`config.mk`:
```
export PLATFORM = sky130hd
export DESIGN_NAME = gpio_bus_decoder
export DESIGN_NICKNAME = d
export VERILOG_FILES = /design/src/rtl/gpd_pkg.sv /design/src/rtl/gpd_sync.sv /design/src/rtl/gpd_ctrl.sv /design/src/rtl/gpd_datapath.sv /design/src/rtl/gpio_bus_decoder.sv
export SDC_FILE = /design/constraint.sdc
export NUM_CORES = 1
export LEC_CHECK = 0
export ABC_CLOCK_PERIOD_IN_PS = 2750
export BUFFER_PORTS_ARGS = -buffer_cell sky130_fd_sc_hd__buf_2
export CAP_MARGIN = 20
export CORE_MARGIN = 4
export CORE_UTILIZATION = 35
export DETAILED_ROUTE_END_ITERATION = 8
export GPL_TIMING_DRIVEN = 0
export HOLD_SLACK_MARGIN = 0.08
export REMOVE_ABC_BUFFERS = 1
export SLEW_MARGIN = 0
export SYNTH_ARGS = -nofsm -noshare
export SYNTH_HDL_FRONTEND = slang
export SYNTH_HIERARCHICAL = 1
export SYNTH_SLANG_ARGS = --single-unit
export TNS_END_PERCENT = 5
```
`constraint.sdc`:
```
create_clock -name clk -period 2.75 [get_ports clk]
set_clock_uncertainty 0.1 [all_clocks]
set_input_delay 0 -clock clk [delete_from_list [all_inputs] [get_ports clk]]
set_output_delay 0 -clock clk [all_outputs]
set_load 0.01 [all_outputs]
```
`src/rtl/gpd_pkg.sv`:
```
package gpd_pkg;
  typedef enum logic [1:0] {
    ST_IDLE    = 2'd0,
    ST_ADDR_WR = 2'd1,
    ST_ADDR_RD = 2'd2
  } phase_t;

  // Strobes from control to datapath.
  typedef struct packed {
    logic capture;   // synchronized START rise: latch bus word
    logic takeAddr;  // address phase complete
    logic writeReg;  // write data phase complete
    logic drive;     // read data on the pads
  } strobe_t;
endpackage

```
`src/rtl/gpd_sync.sv`:
```
module gpd_sync #(
  parameter int WIDTH  = 3,
  parameter int STAGES = 2
) (
  input  logic             clk,
  input  logic             rstN,
  input  logic [WIDTH-1:0] din,
  output logic [WIDTH-1:0] dout
);
  logic [WIDTH-1:0] chain [STAGES];

  always_ff @(posedge clk or negedge rstN) begin
    if (!rstN) chain[0] <= '0;
    else       chain[0] <= din;
  end

  for (genvar s = 1; s < STAGES; s++) begin : g_stage
    always_ff @(posedge clk or negedge rstN) begin
      if (!rstN) chain[s] <= '0;
      else       chain[s] <= chain[s-1];
    end
  end

  assign dout = chain[STAGES-1];
endmodule

```
`src/rtl/gpd_ctrl.sv`:
```
module gpd_ctrl
  import gpd_pkg::*;
(
  input  logic    clk,
  input  logic    rstN,
  input  logic    startS,
  input  logic    wrS,
  input  logic    rdS,
  output strobe_t strb
);
  logic   startD, capWr, capRd, rise, fall, validMode;
  phase_t state;

  assign rise      = startS & ~startD;
  assign fall      = ~startS & startD;
  assign validMode = capWr ^ capRd;

  always_ff @(posedge clk or negedge rstN) begin
    if (!rstN) begin
      startD <= 1'b0;
      capWr  <= 1'b0;
      capRd  <= 1'b0;
      state  <= ST_IDLE;
    end else begin
      startD <= startS;
      if (rise) begin
        capWr <= wrS;
        capRd <= rdS;
      end
      unique case (state)
        ST_IDLE:
          if (fall && validMode) state <= capWr ? ST_ADDR_WR : ST_ADDR_RD;
        ST_ADDR_WR:
          if (fall) state <= ST_IDLE;
        ST_ADDR_RD:
          if (rise) state <= ST_IDLE;
        default: state <= ST_IDLE;
      endcase
    end
  end

  always_comb begin
    strb.capture  = rise;
    strb.takeAddr = fall && (state == ST_IDLE) && validMode;
    strb.writeReg = fall && (state == ST_ADDR_WR);
    strb.drive    = (state == ST_ADDR_RD);
  end

  // the read drive only ends after a START rise.
  assert_drive_release_R4: assert property (@(posedge clk) disable iff (!rstN)
    $fell(strb.drive) |-> $past(rise));

  // an unqualified phase leaves the decoder idle.
  assert_ignored_phase_R6: assert property (@(posedge clk) disable iff (!rstN)
    (fall && state == ST_IDLE && capWr == capRd) |=> (state == ST_IDLE));
endmodule

```
`src/rtl/gpd_datapath.sv`:
```
module gpd_datapath
  import gpd_pkg::*;
#(
  parameter int DATA_W    = 32,
  parameter int REG_COUNT = 16,
  parameter int IDX_LO    = 2
) (
  input  logic                         clk,
  input  logic                         rstN,
  input  strobe_t                      strb,
  input  logic [DATA_W-1:0]            busIn,
  output logic [DATA_W-1:0]            busOut,
  output logic                         busOe,
  output logic                         regWe,
  output logic [$clog2(REG_COUNT)-1:0] regIdx,
  output logic [DATA_W-1:0]            regWdata
);
  localparam int IDX_W = $clog2(REG_COUNT);
  localparam int TOP_LO = IDX_LO + IDX_W;

  logic [DATA_W-1:0] busLatch, addrReg;
  logic [DATA_W-1:0] regs [REG_COUNT];
  logic [IDX_W-1:0]  idx;
  logic              mapped;

  assign idx    = addrReg[IDX_LO +: IDX_W];
  assign mapped = (addrReg[DATA_W-1:TOP_LO] == '0);

  always_ff @(posedge clk or negedge rstN) begin
    if (!rstN) begin
      busLatch <= '0;
      addrReg  <= '0;
      regWe    <= 1'b0;
      regIdx   <= '0;
      regWdata <= '0;
    end else begin
      if (strb.capture)  busLatch <= busIn;
      if (strb.takeAddr) addrReg  <= busLatch;
      regWe <= strb.writeReg && mapped;
      if (strb.writeReg) begin
        regIdx   <= idx;
        regWdata <= busLatch;
      end
    end
  end

  for (genvar g = 0; g < REG_COUNT; g++) begin : g_reg
    always_ff @(posedge clk or negedge rstN) begin
      if (!rstN) regs[g] <= '0;
      else if (strb.writeReg && mapped && idx == IDX_W'(g)) regs[g] <= busLatch;
    end
  end

  assign busOe  = strb.drive;
  assign busOut = (strb.drive && mapped) ? regs[idx] : '0;

  assert_we_pulse_R3: assert property (@(posedge clk) disable iff (!rstN)
    regWe |=> !regWe);

  assert_no_drive_on_write_R4: assert property (@(posedge clk) disable iff (!rstN)
    !(busOe && regWe));

  assert_read_stable_R4: assert property (@(posedge clk) disable iff (!rstN)
    (busOe && $past(busOe)) |-> $stable(busOut));

  assert_unmapped_drop_R5: assert property (@(posedge clk) disable iff (!rstN)
    (strb.writeReg && !mapped) |=> !regWe);
endmodule

```
`src/rtl/gpio_bus_decoder.sv`:
```
module gpio_bus_decoder
  import gpd_pkg::*;
#(
  parameter int DATA_W      = 32,
  parameter int REG_COUNT   = 16,
  parameter int SYNC_STAGES = 2
) (
  input  logic                         clk,
  input  logic                         rstN,
  input  logic                         startIn,
  input  logic                         wrIn,
  input  logic                         rdIn,
  input  logic [DATA_W-1:0]            busIn,
  output logic [DATA_W-1:0]            busOut,
  output logic                         busOe,
  output logic                         regWe,
  output logic [$clog2(REG_COUNT)-1:0] regIdx,
  output logic [DATA_W-1:0]            regWdata
);
  localparam int IDX_LO = $clog2(DATA_W / 8);

  logic [2:0] ctlSync;
  strobe_t    strb;

  gpd_sync #(.WIDTH(3), .STAGES(SYNC_STAGES)) uSync (
    .clk(clk), .rstN(rstN),
    .din({startIn, wrIn, rdIn}), .dout(ctlSync)
  );

  gpd_ctrl uCtrl (
    .clk(clk), .rstN(rstN),
    .startS(ctlSync[2]), .wrS(ctlSync[1]), .rdS(ctlSync[0]),
    .strb(strb)
  );

  gpd_datapath #(.DATA_W(DATA_W), .REG_COUNT(REG_COUNT), .IDX_LO(IDX_LO)) uPath (
    .clk(clk), .rstN(rstN), .strb(strb), .busIn(busIn),
    .busOut(busOut), .busOe(busOe),
    .regWe(regWe), .regIdx(regIdx), .regWdata(regWdata)
  );
endmodule

```
==> results of run 1 <==
-- cell type report --
| class | count | area, µm² |
|---|---|---|
| well taps | 1040 | 1300 |
| inverters | 2 | 7.51 |
| multi-input cells | 887 | 11400 |
| flip-flops and latches | 622 | 15600 |
| repair buffers | 331 | 3430 |
| clock inverters | 24 | 287 |
| clock buffers | 107 | 2170 |
| fillers | 6775 | 43300 |
-- flip-flops by register name, indices dropped and copies added, names as in the netlist --
name / count
uPath/regWdata: 32
uPath/busLatch: 32
uSync/chain: 3
uCtrl/capWr: 1
uSync/dout: 3
uCtrl/capRd: 1
uCtrl/state: 2
uPath/regWe: 1
uCtrl/startD: 1
uPath/addrReg: 30
uPath/regs: 512
uPath/regIdx: 4
-- layout by cell type (no fill, tap or decap), types with 17 or more instances in the layout --
cell	synthesis	routed
nor4_4	8	19
clkbuf_16	0	77
buf_8	0	17
dlygate4sd3_1	0	72
mux4_2	128	128
buf_16	0	18
buf_4	30	60
mux2_4	0	21
dfrtp_1	622	620
a21oi_2	0	23
a22oi_1	64	53
mux2_1	274	256
mux2_2	338	335
buf_6	0	36
buf_12	0	20
buf_2	33	102
-- power groups by stage --
stage	Clock (mW)	Combinational, mW	Sequential, mW
CTS	10.1	5.33	10.5
finish	9.77	5.29	10.6
global placement	0	2.46	11.0
global route	10.5	5.63	10.7
detailed placement	0	4.26	10.8
floorplan	0	1.59	10.9
-- cells by family (layout without fill, tap and decap cells) --
kind of cell	count (synthesis)	count (layout)	synth area share, %
flip-flops	622	622	57.0
AO/OA/AOI/OAI	98	98	2.38
multiplexers	740	740	35.8
AND/OR/NAND/NOR	48	48	1.77
buffers and inverters	181	464	3.05
XOR/XNOR	1	1	0.0321
-- critical path, cell delays in order (launching register included) --
cell and delay, ps:
dfrtp_1 410, nor4_4 440, nand4_4 170, buf_4 290, buf_4 210, nor4_4 240, buf_8 210, buf_6 190
mux2_2 350
-- stage by stage --
step                      power (mW)  hold WS [ps]  util (%)  setup WS (ps)  setup TNS [ps]
final                           25.6           243      44.1          -40.3            -723
after global routing            26.7           257      44.1           -105           -4330
after CTS                       25.9           248      43.7          -60.4            -663
after detailed placement        15.0          10.2      38.3          -1550         -664060
after global placement          13.5          8.18      36.6         -11680               -
after floorplan                 12.5          -396         -          -6090        -2603010
-- final timing paths --
path | cells after the start | slack (ps) | endpoint
worst max-delay path | 8 | -40 | uPath/regs[280]$_DFFE_PN0P_
worst min-delay path | 0 | 240 | uSync/dout[0]$_DFF_PN0_
max in group asynchronous | 6 | 380 | uPath/busLatch[30]$_DFFE_PN0P_
worst min register to register | 0 | 240 | uSync/dout[0]$_DFF_PN0_
min in group asynchronous | 3 | 400 | uPath/regWdata[12]$_DFFE_PN0P_
worst max register to register | 8 | -40 | uPath/regs[280]$_DFFE_PN0P_
-- repair_timing --
action                                 in CTS  in global routing
setup endpoints to repair                 545                442
pin swaps                                  22                 13
resized for setup                          73                 38
cloned                                      9                  1
setup buffers                              58                  6
endpoints found under the hold margin     222                  0
hold buffers                               72                  0
-- layer usage --
| metal | up-vias | part of all wire, % | track usage (%) |
|---|---|---|---|
| li1 | 6741 | - | - |
| met1 | 8553 | 46 | 23.7 |
| met2 | 326 | 48 | 27.3 |
| met3 | 114 | 4.0 | 3.11 |
| met4 | 0 | 2.3 | 4.38 |
| met5 | - | 0 | 0 |
==> reports/metrics.csv, run 1 <==
metric;value;unit
status;finished with violations;
failing checks;negative setup slack;
port buffer count;106;
pwr dens;751;mW/mm²
CTS root buffer;clkbuf_16;
Rows;102;
Top FF cell, synth;dfrtp_1;
Area Overhead vs Synth;25.0;%
Die W;287;µm
Final WS setup;-40.3;ps
Clk network pwr share;38.1;%
Max transition margin;46.4;%
kind of critical path;reg -> reg;
vias per cell;5.22;
Unique masters post-synth;31;
initial antenna violation count;0;
area of the mapped netlist;0.0273;mm²
share of layout cells above drive strength 1;47.3;%
switching pwr;7.42;mW
die area;0.0826;mm²
Ys Warns;6;
Post-synth EDFFs;0;
TritonCTS buffer count;72;
vias in the first global route;17278;
CP max FO;14;
detailed placer's ending HPWL;43.8;mm
most frequent cell after synthesis;dfrtp_1;
RSZ-0062 raised after global routing;true;
Reg power frac;41.2;%
first-pass GRT wire length;107;mm
crit path launch;uPath/addrReg[9]$_DFFE_PN0P_;
fin area;0.0341;mm²
Initial Utilization;35.3;%
largest net degree at the start of global routing;130;
# Max-Cap Violations;0;
top cell type's share of synthesized area;57.0;%
Reg clk slew, reported paths;60;ps
crit path launch type;register;
internal power;18.2;mW
Worst VDD drop;0.546;mV
Worst-Skew Late Latency;600;ps
Placer Congestion;0.673;
Critical Path End Type;register;
HP Start;uSync/chain[3]$_DFF_PN0_;
Core Footprint;0.0775;mm²
Final Slew Violations;0;
Yosys reg bits;622;
# clock sinks;622;
worst r2r src;uPath/addrReg[9]$_DFFE_PN0P_;
final setup vio count;35;
Remaining DRCs;0;
CP required;3110;ps
CTS tree;yes;
worst slew pin tran;802;ps
H-tree depth;3;
post-route non-filler standard cell count;3013;
final wirelength;69.3;mm
# IOs;107;
Seq/Total Area, Yosys;57.0;%
most instantiated cells after synthesis;dfrtp_1 (622), mux2_2 (338), mux2_1 (274);
Max Fclk;358;MHz
drt first-iter violations;769;
leak pwr;16.3;nW
Nets;1953;
DRT antenna net count;0;
Hold Fails Final Rpt;0;
fin crit share;101;%
ant diodes;0;
Final min period;2790;ps
Mean Syn Cell Area;16.2;µm²
placed instance area;0.0296;mm²
dpl cells;2736;
die extent in y;287;µm
drt first pass iters;4;
Hold Path Class;reg -> reg;
GR Overflow Total;0;
Vias;15734;
switch share;29.0;%
power share of the combinational group;20.7;%
routed len/inst;23.0;µm
overall routing resource usage;16.9;%
CTS Buffer Depth;3;
asr flop ratio synth;100;%
top cells by area, synth;dfrtp_1 (57%), mux2_2 (14%), mux2_1 (11%);
Worst EP arrival;3150;ps
Yosys top cell by area;dfrtp_1;
cells after synthesis;1690;
Note: power is estimated with default switching activity, not from simulation.
==> run 2: changes to the inputs <==
--- a/config.mk
+++ b/config.mk
@@ -11,8 +11,10 @@
 export CORE_MARGIN = 4
 export CORE_UTILIZATION = 35
 export DETAILED_ROUTE_END_ITERATION = 8
+export GPL_ROUTABILITY_DRIVEN = 0
 export GPL_TIMING_DRIVEN = 0
 export HOLD_SLACK_MARGIN = 0.08
+export RECOVER_POWER = 25
 export REMOVE_ABC_BUFFERS = 1
 export SLEW_MARGIN = 0
 export SYNTH_ARGS = -nofsm -noshare
==> run 2 against run 1 <==
  * The flow still finishes with violations (negative setup slack)
  * Setup slack better by 3.1 ps
  * Maximum frequency is 0.11% higher
  * First-iteration DRC count is 3.5% lower
  * Non-clock buffer count stayed put
  * Critical path depth is 2 lower
  * Clock power hardly changed
  * Routed wire length hardly changed
  * Critical path type is now reg -> out
  * Critical endpoint is now busOut[31]
  * Largest power group unchanged
  * Highest routed layer unchanged
==> reports/metrics.csv, run 2 (synthesis gave the netlist of run 1 again) <==
metric;value;unit;change
final setup vio count;35;;unchanged
final wirelength;69.2;mm;about the same
post-route non-filler standard cell count;3013;;unchanged
detailed placer's ending HPWL;43.8;mm;unchanged
ant diodes;0;;unchanged
Max transition margin;34.2;%;-12 points
commonest non-fill, non-tap cell in the layout;dfrtp_1;;
hold_ws;242;ps;-0.811 ps
leak pwr;16.1;nW;-0.96%
Worst EP arrival;2690;ps;-460 ps
share of layout cells above drive strength 1;45.1;%;-2.3 points
vias in the first global route;17278;;unchanged
crit path launch type;register;;
die extent in y;287;µm;unchanged
Multi-input gate area;0.0114;mm²;about the same
H-tree depth;3;;unchanged
placed instance area;0.0296;mm²;unchanged
Initial Utilization;35.3;%;unchanged
routed len/inst;23.0;µm;about the same
Max Fclk;359;MHz;+0.11%
overall routing resource usage;16.9;%;unchanged
drt first-iter violations;742;;-3.5%
RSZ-0062 raised after global routing;true;;
Area Overhead vs Synth;24.6;%;
status;finished with violations;;
Rows;102;;unchanged
Final WS setup;-37.2;ps;+3.06 ps
Core Footprint;0.0775;mm²;unchanged
CTS Buffer Depth;3;;unchanged
failing checks;negative setup slack;;
GR Overflow Total;0;;unchanged
Vias;15729;;-0.032%
Hold Fails Final Rpt;0;;unchanged
die area;0.0826;mm²;unchanged
drt first pass iters;4;;unchanged
largest net degree at the start of global routing;130;;unchanged
Nets;1953;;unchanged
fin area;0.0340;mm²;-0.28%
first-pass GRT wire length;107;mm;unchanged
Hold Path Class;reg -> reg;;
total power;25.5;mW;-0.32%
biggest regs;uPath/regs (512), uPath/busLatch (32), uPath/regWdata (32);;
worst slew pin tran;986;ps;+185 ps
Die W;287;µm;unchanged
CTS tree;yes;;
Top reg by flops;uPath/regs;;
CTS root buffer;clkbuf_16;;
kind of critical path;reg -> out;;
# clock sinks;622;;unchanged
Final Util;43.9;%;-0.12 points
Worst VDD drop;0.543;mV;-0.52%
pwr dens;750;mW/mm²;about the same
CP required;2650;ps;-460 ps
# IOs;107;;unchanged
Reg clk slew, reported paths;60;ps;about the same
Fillers;6805;;+0.44%
DRT antenna net count;0;;unchanged
CP max FO;25;;+11
# Max-Cap Violations;0;;unchanged
Final Slew Violations;0;;unchanged
Worst-Skew Late Latency;600;ps;about the same
Seq. cell area;0.0156;mm²;unchanged
commonest non-fill, non-tap cells in the layout;dfrtp_1 (620), mux2_2 (335), mux2_1 (256);;
vias per cell;5.22;;about the same
initial antenna violation count;0;;unchanged
max reg flops;512;;unchanged
Final min period;2790;ps;-3.06 ps
Critical Path End Type;output port;;
port buffer count;106;;unchanged
fin crit share;101;%;-0.11 points
Remaining DRCs;0;;unchanged
dpl cells;2736;;unchanged
TritonCTS buffer count;72;;unchanged
## run 2: changes by cell type in the layout (fill, tap and decap cells not counted), sizes merged
cell,previous run,this run
clkbuf,108,153
buf,253,208
## run 2: cell type report
class / count / area share, %
Sequential cell: 622 / 45.7
Multi-Input combinational cell: 887 / 33.4
Timing Repair Buffer: 331 / 9.81
Clock buffer: 107 / 6.37
Tap cell: 1040 / 3.82
Clock inverter: 24 / 0.842
Inverter: 2 / 0.0221
## run 2: stage by stage
step                setup TNS (ps)  worst slack, ps
floorplan                 -2603010            -6090
global placement                 -           -11680
detailed placement         -664060            -1550
CTS                           -663            -60.4
global route                 -4140             -101
finish                        -588            -37.2
## run 2: timing repair
action / 4_1_cts / 5_1_grt
hold buffers: 72 / 0
pin swaps: 22 / 13
hold endpoints to repair: 222 / 0
gates cloned: 9 / 1
buffers inserted: 58 / 6
setup endpoints to repair: 545 / 442
gates resized for setup: 73 / 38
## run 2: worst max-delay path, stage by stage, from the launching register on
cell and delay, ps:
dfrtp_1 410, nor4_4 440, nand4_4 170, or3_4 460, buf_12 210, a21oi_2 190
buf_2 170
## run 2: per-layer routing
layer  vias to the layer above  global-route usage, %  part of all wire, %  wire, µm
met5                         -                      0                    0         0
met4                         0                   4.38                  2.3      1600
met3                       112                   3.11                  4.1      2820
met2                       310                   27.3                   48     33200
met1                      8568                   23.7                   46     31600
li1                       6739                      -                    -         -
## run 2: report_power, final
part           internal (mW)  switching [mW]  leakage (nW)  total [mW]
Combinational           2.43            2.78          6.41        5.21
Clock                   5.96            3.81          1.20        9.77
Sequential              9.73           0.823          8.49        10.6
## run 2: path summary, 6_finish.rpt
kind	from	to	slack, ps	depth (start not counted)
max in group asynchronous	rstN	uPath/busLatch[30]$_DFFE_PN0P_	380	6
worst min register to register	uSync/chain[3]$_DFF_PN0_	uSync/dout[0]$_DFF_PN0_	240	0
min in group asynchronous	rstN	uPath/regWdata[12]$_DFFE_PN0P_	400	3
worst max-delay path	uPath/addrReg[9]$_DFFE_PN0P_	busOut[31]	-40	6
worst min-delay path	uSync/chain[3]$_DFF_PN0_	uSync/dout[0]$_DFF_PN0_	240	0
worst max register to register	uSync/dout[2]$_DFF_PN0_	uPath/regs[355]$_DFFE_PN0P_	-30	9
